===== src/rtl/intr_pkg.sv =====
package intr_pkg;
  typedef enum logic [3:0] {
    ST_IDLE,
    ST_PUSH_PCH,
    ST_PUSH_PCL,
    ST_PUSH_PSW,
    ST_VEC_LO,
    ST_VEC_HI,
    ST_POP_PSW,
    ST_POP_PCL,
    ST_POP_PCH
  } seq_state_e;
endpackage


===== src/rtl/intr_arbiter.sv =====
module intr_arbiter #(
  parameter int unsigned N_SRC = 8,
  localparam int unsigned IW   = $clog2(N_SRC + 1)
) (
  input  logic [N_SRC-1:0] req_i,
  input  logic [N_SRC-1:0] en_i,
  input  logic             ime_i,
  input  logic             nmi_i,
  input  logic             nmi_lock_i,
  output logic             valid_o,
  output logic [IW-1:0]    idx_o,
  output logic             nmi_sel_o
);
  logic [N_SRC-1:0] masked;
  logic             nmi_ok;
  logic             mvalid;
  logic [IW-1:0]    midx;

  assign masked = req_i & en_i;
  assign mvalid = ime_i & (|masked);
  assign nmi_ok = nmi_i & ~nmi_lock_i;

  // lowest index wins: scan downward so the last hit is the smallest
  always_comb begin
    midx = '0;
    for (int i = N_SRC - 1; i >= 0; i--) begin
      if (masked[i]) midx = IW'(i);
    end
  end

  assign valid_o   = nmi_ok | mvalid;
  assign nmi_sel_o = nmi_ok;
  assign idx_o     = nmi_ok ? IW'(N_SRC) : midx;
endmodule


===== src/rtl/intr_fsm.sv =====
module intr_fsm
  import intr_pkg::*;
(
  input  logic       clk_i,
  input  logic       rst_ni,
  input  logic       boundary_i,
  input  logic       reti_i,
  input  logic       grant_valid_i,
  output seq_state_e state_o,
  output logic       accept_o,
  output logic       start_ret_o
);
  seq_state_e state_q, state_d;
  logic idle;

  assign idle        = (state_q == ST_IDLE);
  assign start_ret_o = idle & reti_i;
  assign accept_o    = idle & boundary_i & grant_valid_i & ~reti_i;

  always_comb begin
    state_d = state_q;
    unique case (state_q)
      ST_IDLE: begin
        if (start_ret_o)   state_d = ST_POP_PSW;
        else if (accept_o) state_d = ST_PUSH_PCH;
      end
      ST_PUSH_PCH: state_d = ST_PUSH_PCL;
      ST_PUSH_PCL: state_d = ST_PUSH_PSW;
      ST_PUSH_PSW: state_d = ST_VEC_LO;
      ST_VEC_LO:   state_d = ST_VEC_HI;
      ST_VEC_HI:   state_d = ST_IDLE;
      ST_POP_PSW:  state_d = ST_POP_PCL;
      ST_POP_PCL:  state_d = ST_POP_PCH;
      ST_POP_PCH:  state_d = ST_IDLE;
      default:     state_d = ST_IDLE;
    endcase
  end

  always_ff @(posedge clk_i or negedge rst_ni) begin
    if (!rst_ni) state_q <= ST_IDLE;
    else         state_q <= state_d;
  end

  assign state_o = state_q;
endmodule


===== src/rtl/intr_ctx.sv =====
module intr_ctx
  import intr_pkg::*;
#(
  parameter int unsigned N_SRC = 8,
  parameter int unsigned DW    = 8,
  parameter int unsigned AW    = 16,
  localparam int unsigned PCW  = 2 * DW,
  localparam int unsigned IW   = $clog2(N_SRC + 1)
) (
  input  logic           clk_i,
  input  logic           rst_ni,
  input  seq_state_e     state_i,
  input  logic           accept_i,
  input  logic           start_ret_i,
  input  logic [IW-1:0]  grant_idx_i,
  input  logic           grant_nmi_i,
  input  logic [PCW-1:0] pc_i,
  input  logic [DW-1:0]  psw_i,
  input  logic [AW-1:0]  sp_i,
  input  logic [DW-1:0]  mem_rdata_i,
  output logic [PCW-1:0] pc_q_o,
  output logic [DW-1:0]  psw_q_o,
  output logic [AW-1:0]  sp_q_o,
  output logic [IW-1:0]  idx_q_o,
  output logic           nmi_q_o,
  output logic [DW-1:0]  lo_q_o,
  output logic           nmi_lock_o
);
  logic [PCW-1:0] pc_q;
  logic [DW-1:0]  psw_q, lo_q;
  logic [AW-1:0]  sp_q;
  logic [IW-1:0]  idx_q;
  logic           nmi_q, lock_q;
  logic           push_st, pop_st;

  assign push_st = (state_i == ST_PUSH_PCH) | (state_i == ST_PUSH_PCL) |
                   (state_i == ST_PUSH_PSW);
  assign pop_st  = (state_i == ST_POP_PSW) | (state_i == ST_POP_PCL) |
                   (state_i == ST_POP_PCH);

  always_ff @(posedge clk_i or negedge rst_ni) begin
    if (!rst_ni) begin
      pc_q  <= '0;
      psw_q <= '0;
      idx_q <= '0;
      nmi_q <= 1'b0;
    end else if (accept_i) begin
      pc_q  <= pc_i;
      psw_q <= psw_i;
      idx_q <= grant_idx_i;
      nmi_q <= grant_nmi_i;
    end
  end

  // working stack pointer: one step per push or pop cycle
  always_ff @(posedge clk_i or negedge rst_ni) begin
    if (!rst_ni)                      sp_q <= '0;
    else if (accept_i | start_ret_i)  sp_q <= sp_i;
    else if (push_st)                 sp_q <= sp_q - 1'b1;
    else if (pop_st)                  sp_q <= sp_q + 1'b1;
  end

  always_ff @(posedge clk_i or negedge rst_ni) begin
    if (!rst_ni) lo_q <= '0;
    else if ((state_i == ST_VEC_LO) | (state_i == ST_POP_PCL)) lo_q <= mem_rdata_i;
  end

  // NMI lock: set on NMI entry, released when a return completes
  always_ff @(posedge clk_i or negedge rst_ni) begin
    if (!rst_ni)                      lock_q <= 1'b0;
    else if (accept_i & grant_nmi_i)  lock_q <= 1'b1;
    else if (state_i == ST_POP_PCH)   lock_q <= 1'b0;
  end

  assign pc_q_o     = pc_q;
  assign psw_q_o    = psw_q;
  assign sp_q_o     = sp_q;
  assign idx_q_o    = idx_q;
  assign nmi_q_o    = nmi_q;
  assign lo_q_o     = lo_q;
  assign nmi_lock_o = lock_q;
endmodule


===== src/rtl/intr_seq_top.sv =====
module intr_seq_top
  import intr_pkg::*;
#(
  parameter int unsigned N_SRC    = 8,
  parameter int unsigned DW       = 8,
  parameter int unsigned AW       = 16,
  parameter int unsigned IME_BIT  = 7,
  parameter int unsigned VEC_BASE = 'hFFE0
) (
  input  logic              clk_i,
  input  logic              rst_ni,
  input  logic              boundary_i,
  input  logic              reti_i,
  input  logic              nmi_i,
  input  logic [N_SRC-1:0]  req_i,
  input  logic [N_SRC-1:0]  en_i,
  output logic [N_SRC-1:0]  req_clr_o,
  output logic              nmi_clr_o,
  input  logic [2*DW-1:0]   pc_i,
  input  logic [DW-1:0]     psw_i,
  input  logic [AW-1:0]     sp_i,
  output logic              pc_we_o,
  output logic [2*DW-1:0]   pc_o,
  output logic              psw_we_o,
  output logic [DW-1:0]     psw_o,
  output logic              sp_we_o,
  output logic [AW-1:0]     sp_o,
  output logic [AW-1:0]     mem_addr_o,
  output logic              mem_rd_o,
  output logic              mem_wr_o,
  output logic [DW-1:0]     mem_wdata_o,
  input  logic [DW-1:0]     mem_rdata_i,
  output logic              busy_o
);
  localparam int unsigned PCW = 2 * DW;
  localparam int unsigned IW  = $clog2(N_SRC + 1);
  localparam logic [DW-1:0] IME_MASK = DW'(1) << IME_BIT;

  seq_state_e     state;
  logic           accept, start_ret;
  logic           grant_valid, grant_nmi, nmi_lock;
  logic [IW-1:0]  grant_idx, idx_q;
  logic [PCW-1:0] pc_q;
  logic [DW-1:0]  psw_q, lo_q;
  logic [AW-1:0]  sp_q, vec_addr;
  logic           nmi_q;
  logic           push_st, pop_st;

  intr_arbiter #(.N_SRC(N_SRC)) u_arb (
    .req_i      (req_i),
    .en_i       (en_i),
    .ime_i      (psw_i[IME_BIT]),
    .nmi_i      (nmi_i),
    .nmi_lock_i (nmi_lock),
    .valid_o    (grant_valid),
    .idx_o      (grant_idx),
    .nmi_sel_o  (grant_nmi)
  );

  intr_fsm u_fsm (
    .clk_i         (clk_i),
    .rst_ni        (rst_ni),
    .boundary_i    (boundary_i),
    .reti_i        (reti_i),
    .grant_valid_i (grant_valid),
    .state_o       (state),
    .accept_o      (accept),
    .start_ret_o   (start_ret)
  );

  intr_ctx #(.N_SRC(N_SRC), .DW(DW), .AW(AW)) u_ctx (
    .clk_i       (clk_i),
    .rst_ni      (rst_ni),
    .state_i     (state),
    .accept_i    (accept),
    .start_ret_i (start_ret),
    .grant_idx_i (grant_idx),
    .grant_nmi_i (grant_nmi),
    .pc_i        (pc_i),
    .psw_i       (psw_i),
    .sp_i        (sp_i),
    .mem_rdata_i (mem_rdata_i),
    .pc_q_o      (pc_q),
    .psw_q_o     (psw_q),
    .sp_q_o      (sp_q),
    .idx_q_o     (idx_q),
    .nmi_q_o     (nmi_q),
    .lo_q_o      (lo_q),
    .nmi_lock_o  (nmi_lock)
  );

  assign push_st  = (state == ST_PUSH_PCH) | (state == ST_PUSH_PCL) |
                    (state == ST_PUSH_PSW);
  assign pop_st   = (state == ST_POP_PSW) | (state == ST_POP_PCL) |
                    (state == ST_POP_PCH);
  assign vec_addr = AW'(VEC_BASE) + AW'({idx_q, 1'b0});

  // byte bus
  always_comb begin
    mem_addr_o  = '0;
    mem_wdata_o = '0;
    mem_wr_o    = push_st;
    mem_rd_o    = pop_st | (state == ST_VEC_LO) | (state == ST_VEC_HI);
    unique case (state)
      ST_PUSH_PCH: begin mem_addr_o = sp_q; mem_wdata_o = pc_q[PCW-1:DW]; end
      ST_PUSH_PCL: begin mem_addr_o = sp_q; mem_wdata_o = pc_q[DW-1:0];   end
      ST_PUSH_PSW: begin mem_addr_o = sp_q; mem_wdata_o = psw_q;          end
      ST_VEC_LO:   mem_addr_o = vec_addr;
      ST_VEC_HI:   mem_addr_o = vec_addr + 1'b1;
      ST_POP_PSW,
      ST_POP_PCL,
      ST_POP_PCH:  mem_addr_o = sp_q + 1'b1;
      default: ;
    endcase
  end

  // flag clear pulses
  for (genvar k = 0; k < N_SRC; k++) begin : g_clr
    assign req_clr_o[k] = (state == ST_PUSH_PCH) & ~nmi_q & (idx_q == IW'(k));
  end
  assign nmi_clr_o = (state == ST_PUSH_PCH) & nmi_q;

  // core register updates
  assign sp_we_o  = push_st | pop_st;
  assign sp_o     = push_st ? (sp_q - 1'b1) : (sp_q + 1'b1);

  assign psw_we_o = (state == ST_PUSH_PCH) | (state == ST_POP_PSW);
  assign psw_o    = (state == ST_POP_PSW) ? mem_rdata_i : (psw_q & ~IME_MASK);

  assign pc_we_o  = (state == ST_VEC_HI) | (state == ST_POP_PCH);
  assign pc_o     = {mem_rdata_i, lo_q};

  assign busy_o   = (state != ST_IDLE) | accept | start_ret;
endmodule


===== config.mk =====
export PLATFORM = sky130hd
export DESIGN_NAME = intr_seq_top
export DESIGN_NICKNAME = d
export VERILOG_FILES = /design/src/rtl/intr_pkg.sv /design/src/rtl/intr_arbiter.sv /design/src/rtl/intr_fsm.sv /design/src/rtl/intr_ctx.sv /design/src/rtl/intr_seq_top.sv
export SDC_FILE = /design/constraint.sdc
export NUM_CORES = 1
export LEC_CHECK = 0
export BUFFER_PORTS_ARGS = -buffer_cell sky130_fd_sc_hd__buf_2
export CORE_ASPECT_RATIO = 0.7
export CORE_MARGIN = 5
export CORE_UTILIZATION = 53
export CTS_CLUSTER_DIAMETER = 40
export DETAILED_ROUTE_END_ITERATION = 7
export PLACE_DENSITY = 0.82
export REMOVE_ABC_BUFFERS = 1
export SLEW_MARGIN = 5
export SYNTH_ARGS = -nofsm -noshare
export SYNTH_HDL_FRONTEND = slang
export SYNTH_HIERARCHICAL = 1
export SYNTH_SLANG_ARGS = --single-unit

===== constraint.sdc =====
create_clock -name clk_i -period 4.3 [get_ports clk_i]
set_clock_uncertainty 0.05 [all_clocks]
set_input_delay 0.43 -clock clk_i [delete_from_list [all_inputs] [get_ports clk_i]]
set_output_delay 0.43 -clock clk_i [all_outputs]
set_load 0.005 [all_outputs]

; Word-level counts from Yosys, hierarchy flattened
; Cells that the tools add are included.
[word_totals]
ff_bits = 58
input_bits = 69
output_inout_bits = 79
elab_cells = 92
[classes]
n_addsub = 4
n_eq_ne = 16
mux = 21
n_bitwise = 35
reduce_logical = 8
[op_table]
columns = operator, n
row1 = 2-to-1 mux 16 bit, 4
row2 = one-hot mux 16 bit (4 select lines), 1
row3 = equality test 4 x 3 -> 1 bit (second input constant), 8
row4 = one-hot mux 4 bit (7 select lines), 1
row5 = 2-to-1 mux 3 bit, 8
row6 = one-hot mux 8 bit (3 select lines), 1
row7 = bitwise AND 1 bit, 17
row8 = adder 16 x 1 -> 16 bit (second input constant), 1
row9 = equality test 4 x 2 -> 1 bit (second input constant), 4
row10 = subtractor 16 x 1 -> 16 bit (second input constant), 1
row11 = OR 1 bit, 14
row12 = 2-to-1 mux 4 bit, 3
row13 = adder 7 x 2 -> 8 bit (second input constant), 1
row14 = bitwise AND 8 bit, 1
row15 = equality test 4 x 1 -> 1 bit (second input constant), 2
row16 = logical NOT 4 bit, 2
row17 = 2-to-1 mux 8 bit, 1
row18 = OR reduction 8 bit, 1
row19 = adder 6 x 6 -> 7 bit (first input constant), 1
row20 = OR reduction 3 bit, 2
row21 = equality test 4 bit (second input constant), 1
row22 = nonzero test 4 bit, 1
row23 = inequality test 3 bit (second input constant), 1
row24 = NOT 1 bit, 3
row25 = other kinds (3), 4

; Longest topological paths before layout
[logic_depth]
word_depth = 10
depth_mapped = 12
ltp_nobuf = 12

; Hierarchy
; Netlist, hierarchy kept.
[modules_own_cells]
columns = module, n_inst, cells_each, area_per_inst_um2, seq_area_each_um2
row1 = intr_ctx, 1, 275, 2931.6, 1351.3
row2 = intr_seq_top, 1, 235, 1584.0, 0.0
row3 = intr_fsm, 1, 18, 211.5, 100.1
row4 = intr_arbiter, 1, 22, 157.7, 0.0

; Least setup slack after synthesis
; Ideal clock, no wire load.
[synth_path]
path_type = reg-to-reg
from = register u_fsm.state_q[0] (netlist: u_fsm/state_o[0])
to = register u_ctx.sp_q[15] (netlist: u_ctx/sp_q_o[15])
setup_ns = 0.137
arrival_ns = 3.400
t_required_ns = 4.113
setup_slack_ns = 0.713
stages_incl_launch_ff = 10
n_path_buf = 0
period_less_slack_ns = 3.587
cell_sequence = dfrtp_1 nor2_1 nor3_1 ha_1 a21oi_1 o21ai_0 a31o_2 o22a_1 a311oi_1 o211ai_1
[synth_via]
elab_chain_cells = 6
elab_cells_between_ends = 19
cone_classes = eq/ne: 6 / mux: 2 / bitwise: 9 / reduce/logical: 2
[synth_rtl]
columns = element, line_no
row1 = from (decl), intr_fsm.sv:13  ; seq_state_e state_q, state_d;
row2 = from (signal assigned), intr_fsm.sv:41  ; else state_q <= state_d;
row3 = logical NOT 4 bit, intr_fsm.sv:16  ; assign idle = (state_q == ST_IDLE);
row4 = bitwise AND 1 bit (3 in series), intr_fsm.sv:18  ; assign accept_o = idle & boundary_i & grant_valid_i & ~reti_i;
row5 = OR 1 bit, intr_ctx.sv:58  ; else if (accept_i | start_ret_i) sp_q <= sp_i;
row6 = nonzero test 3 bit (no line) / 2-to-1 mux 16 bit (equally long branches), -
row7 = to (signal assigned), intr_ctx.sv:58
row8 = to (signal assigned), intr_ctx.sv:59  ; else if (push_st) sp_q <= sp_q - 1'b1;
row9 = to (signal assigned), intr_ctx.sv:60  ; else if (pop_st) sp_q <= sp_q + 1'b1;
row10 = to (decl), intr_ctx.sv:31  ; logic [AW-1:0] sp_q;
; Several ways; a longest one is shown, not always the timed one.
; A chain may end at the register's enable or synchronous reset.

; Worst setup path in the final report
[layout_path]
from = register u_fsm.state_q[2] (netlist: u_fsm/state_o[2])
to = output port sp_o[12]
[layout_via]
elab_chain_cells = 4
elab_cells_between_ends = 6
cone_classes = eq/ne: 3 / mux: 1 / bitwise: 2
[layout_rtl]
columns = element, line_no
row1 = equality test 4 x 1 -> 1 bit / equality test 4 x 2 -> 1 bit (equally long branches), intr_seq_top.sv:92  ; assign push_st = (state == ST_PUSH_PCH) | (state == ST_PUSH_PCL) |
row2 = OR 1 bit, intr_seq_top.sv:92
row3 = OR 1 bit (*), intr_seq_top.sv:92
row4 = 2-to-1 mux 16 bit (*), intr_seq_top.sv:125  ; assign sp_o = push_st ? (sp_q - 1'b1) : (sp_q + 1'b1);
row5 = to (decl), intr_seq_top.sv:27  ; output logic [AW-1:0] sp_o,
; Every way passes the cells marked *; elsewhere a longest branch is shown, timed or not.

==> flow_metrics.env <==
export IMPL_path_cells="nor2_1 -> nand2_2 -> inv_2 -> nor2_1 -> a32oi_1 -> xnor2_1 -> buf_2"
export IMPL_status="finished clean"
export IMPL_utilization_pct=65.5
export IMPL_grt_first_pass_wirelength_um=24100
export IMPL_grtUsageMet3_pct=5.56
export IMPL_route_detailed_wl_per_inst_um=18.4
export IMPL_cts_hold_buf=0
export IMPL_fmax_mhz=316
export IMPL_relSlewSlack_pct=45.1
export IMPL_final_common_cell="buf_2"
export IMPL_rows=29
export IMPL_wirelength_um=14800
export IMPL_synthDistinctLibCells=79
export IMPL_syn_avg_cell_area_um2=8.88
export IMPL_fin_crit_sh_pct=73.7
export IMPL_core_mm2=0.00903
export IMPL_place_detailed_hpwl_um=11000
export IMPL_seq_power_share_pct=22.9
export IMPL_synth_top_family_by_area="simple AND/OR/NAND/NOR gates"
export IMPL_postCtsSetupBuffers=0
export IMPL_use_met2_pct=41.3
export IMPL_track_usage_pct=25.9
export IMPL_grt_use_met1_pct=35.8
export IMPL_clockPowerShare_pct=12.0
export IMPL_cts_htree_levels=3
export IMPL_cpPeakStageDelay_ns=0.65
export IMPL_clock_sink_count=58
export IMPL_setup_violations_final=0
export IMPL_clk_pin_slew_worst_paths_ns=0.06
export IMPL_syn_inst=550
export IMPL_startpoint_type="flip-flop"
export IMPL_ys_seq_area_share_pct=29.7
export IMPL_hold_viol=0
export IMPL_cts_max_path_buffers=2
export IMPL_grt_max_degree=59
export IMPL_endpoint_kind="output pin"
export IMPL_io_buffers=147
export IMPL_ant_nets=0
export IMPL_crit_arrival_ns=2.69
export IMPL_worst_skew_pair_late_latency_ns=0.33
export IMPL_p_sw_mw=2.79
export IMPL_p_int_mw=2.92
export IMPL_crit_fanout=21
export IMPL_final_cell_mix="buf_2, dfrtp_1, mux2_2"
export IMPL_powerDensity_mw_per_mm2=965
export IMPL_synth_edf_count=0
export IMPL_ir_drop_mv=0.561
export IMPL_slowest_stage="dfrtp_1"
export IMPL_rrSetupSlack_ns=1.23
export IMPL_synthSimpleGateAreaFrac_pct=22.9
export IMPL_cp_num_cells=7
export IMPL_synth_xor_area_share_pct=4.12
export IMPL_start_util_pct=54.1
export IMPL_yosys_warnings=6
export IMPL_netlist_top_cells_area="dfrtp_1, mux2_2, ha_1, nor2_1, nand2_1"
export IMPL_p_sw_share_pct=48.9
export IMPL_vias=4863
export IMPL_finalCriticalPeriod_ns=3.17
export IMPL_reg2regPathDepth=10
export IMPL_synth_adder_area_share_pct=5.02
export IMPL_p_comb_share_pct=65.1
export IMPL_slew_violations=0
export IMPL_die_h_um=90.3
export IMPL_grt_busiest_layer="met2"
export IMPL_synthArstFlopShare_pct=100
export IMPL_antennaDiodeCount=0
export IMPL_synth_top_area_share_pct=29.7
export IMPL_cp_num_buf_inv=2
export IMPL_worstReg2RegStart="u_fsm/state_o[2]"
export IMPL_grt_pass1_vias=4744
export IMPL_n_fill_cell=770
export IMPL_cpMostUsedCell="nor2_1"
export IMPL_root_buffer="clkbuf_16"
export IMPL_final_cell_area_mm2=0.00592
export IMPL_gp_congestion=0.867
export IMPL_place_area_mm2=0.00563
export IMPL_syn_area_mm2=0.00488
export IMPL_power_leakage_nw=2.72
export IMPL_cts_tree="built"
export IMPL_rsz0062_at_grt="no"
export IMPL_synth_compound_area_share_pct=20.3
export IMPL_required_ns=3.82
export IMPL_cts_made_buffers=9
export IMPL_synthFlopType="dfrtp_1"
export IMPL_antenna_found_initial=0
export IMPL_maxCapViolCount=0
export IMPL_path_class="flip-flop to output pin"
export IMPL_gr_total_overflow=0
export IMPL_final_nets=764
export IMPL_viasPerCell=6.04
export IMPL_drt_iter0_markers=412
export IMPL_cp_top_family="simple AND/OR/NAND/NOR gates"
export IMPL_ys_seq_elements=58
export IMPL_multi_input_area_mm2=0.00319
export IMPL_drive_gt1_share_pct=38.0
export IMPL_io_pin_count=148
export IMPL_r2r_end="u_ctx/sp_q_o[12]"
export IMPL_cts_repair_resized=0
export IMPL_tightest_slew_ns=0.823
export IMPL_die_area_mm2=0.0113
export IMPL_drc=0
export IMPL_firstDrtPassIters=5
export IMPL_area_delta_synth_final_pct=21.1
export IMPL_hp_class="input port to async pin"
export IMPL_synthMuxAreaShare_pct=12.6
export IMPL_seq_area_mm2=0.00145
export IMPL_fp_dieW_um=125
export IMPL_yosysTopAreaCell="dfrtp_1"
==> layer usage <==
layer  share of wire (%)  up-vias  routed length (µm)
met2                  46      212                6840
met5                   0        -                   0
li1                    -     2277                   -
met3                 6.7       19                 989
met4                 1.3        0                 198
met1                  46     2355                6810
==> sequential cells by signal, summed over array words and instances (netlist names) <==
| register | cells |
|---|---|
| u_ctx/nmi_lock_o | 1 |
| u_ctx/nmi_q_o | 1 |
| u_ctx/sp_q_o | 16 |
| u_ctx/pc_q_o | 16 |
| u_ctx/idx_q_o | 4 |
| u_ctx/lo_q_o | 8 |
| u_ctx/psw_q_o | 8 |
| u_fsm/state_o | 4 |
==> cell type report <==
cell class / instances / share of cell area [%]
clock buffer: 10 / 4.04
clock inverter: 6 / 0.846
inverter: 14 / 0.888
multi-input combinational: 440 / 53.9
sequential: 58 / 24.5
tap: 124 / 2.62
timing repair buffer: 153 / 13.2
==> how the worst max path moves through the flow <==
| stage | slack (ns) | start | end |
|---|---|---|---|
| 2_1_floorplan | -0.006 | u_fsm/state_o[0] | u_ctx/sp_q_o[15] |
| 3_3_place_gp | 1.42 | u_fsm/state_o[2] | u_ctx/sp_q_o[15] |
| 3_5_place_dp | 1.27 | nmi_i | u_ctx/sp_q_o[15] |
| 4_1_cts | 1.12 | u_fsm/state_o[2] | sp_o[12] |
| 5_1_grt | 0.88 | u_fsm/state_o[2] | sp_o[12] |
| 6_report | 1.13 | u_fsm/state_o[2] | sp_o[12] |
==> synth_stat cells, types with 10 or more instances <==
master    count
nor2_1       44
nand3_1      17
nand2_1      43
and3_1       11
mux2_2       52
clkbuf_1     10
buf_4        11
inv_1        13
buf_2        13
nor3_1       16
ha_1         18
a31oi_1      14
xnor2_1      18
o21ai_0      29
dfrtp_1      58
a21oi_1      31
==> logic make-up (layout without fill, tap and decap cells) <==
group                    count (synthesis)  after routing
AND/OR/NAND/NOR                        199            199
AO/OA/AOI/OAI                          144            144
flip-flops                              58             58
multiplexers                            55             55
buffers and inverters                   52            183
XOR/XNOR                                23             23
adder cells (fa/ha/maj)                 19             19
==> power by group through the flow <==
| stage | clock, mW | sequential, mW | combinational (mW) |
|---|---|---|---|
| 2_1_floorplan | 0 | 1.19 | 2.53 |
| 3_3_place_gp | 0 | 1.27 | 3.56 |
| 3_5_place_dp | 0 | 1.30 | 3.65 |
| 4_1_cts | 0.695 | 1.29 | 3.68 |
| 5_1_grt | 0.725 | 1.35 | 4.10 |
| 6_report | 0.683 | 1.31 | 3.72 |
==> per-stage QoR <==
step | setup TNS (ns) | worst slack, ns | instances | total power, mW | hold WS [ns]
final | 0 | 1.13 | 805 | 5.71 | 0.204
after global placement | 0 | 1.42 | 789 | 4.83 | 0.436
after global routing | 0 | 0.883 | 805 | 6.17 | 0.265
after detailed placement | 0 | 1.27 | 789 | 4.95 | 0.445
after CTS | 0 | 1.12 | 805 | 5.66 | 0.233
after floorplan | -0.00573 | -0.00573 | 512 | 3.72 | 0.0844
(Power assumes the default switching activity.)
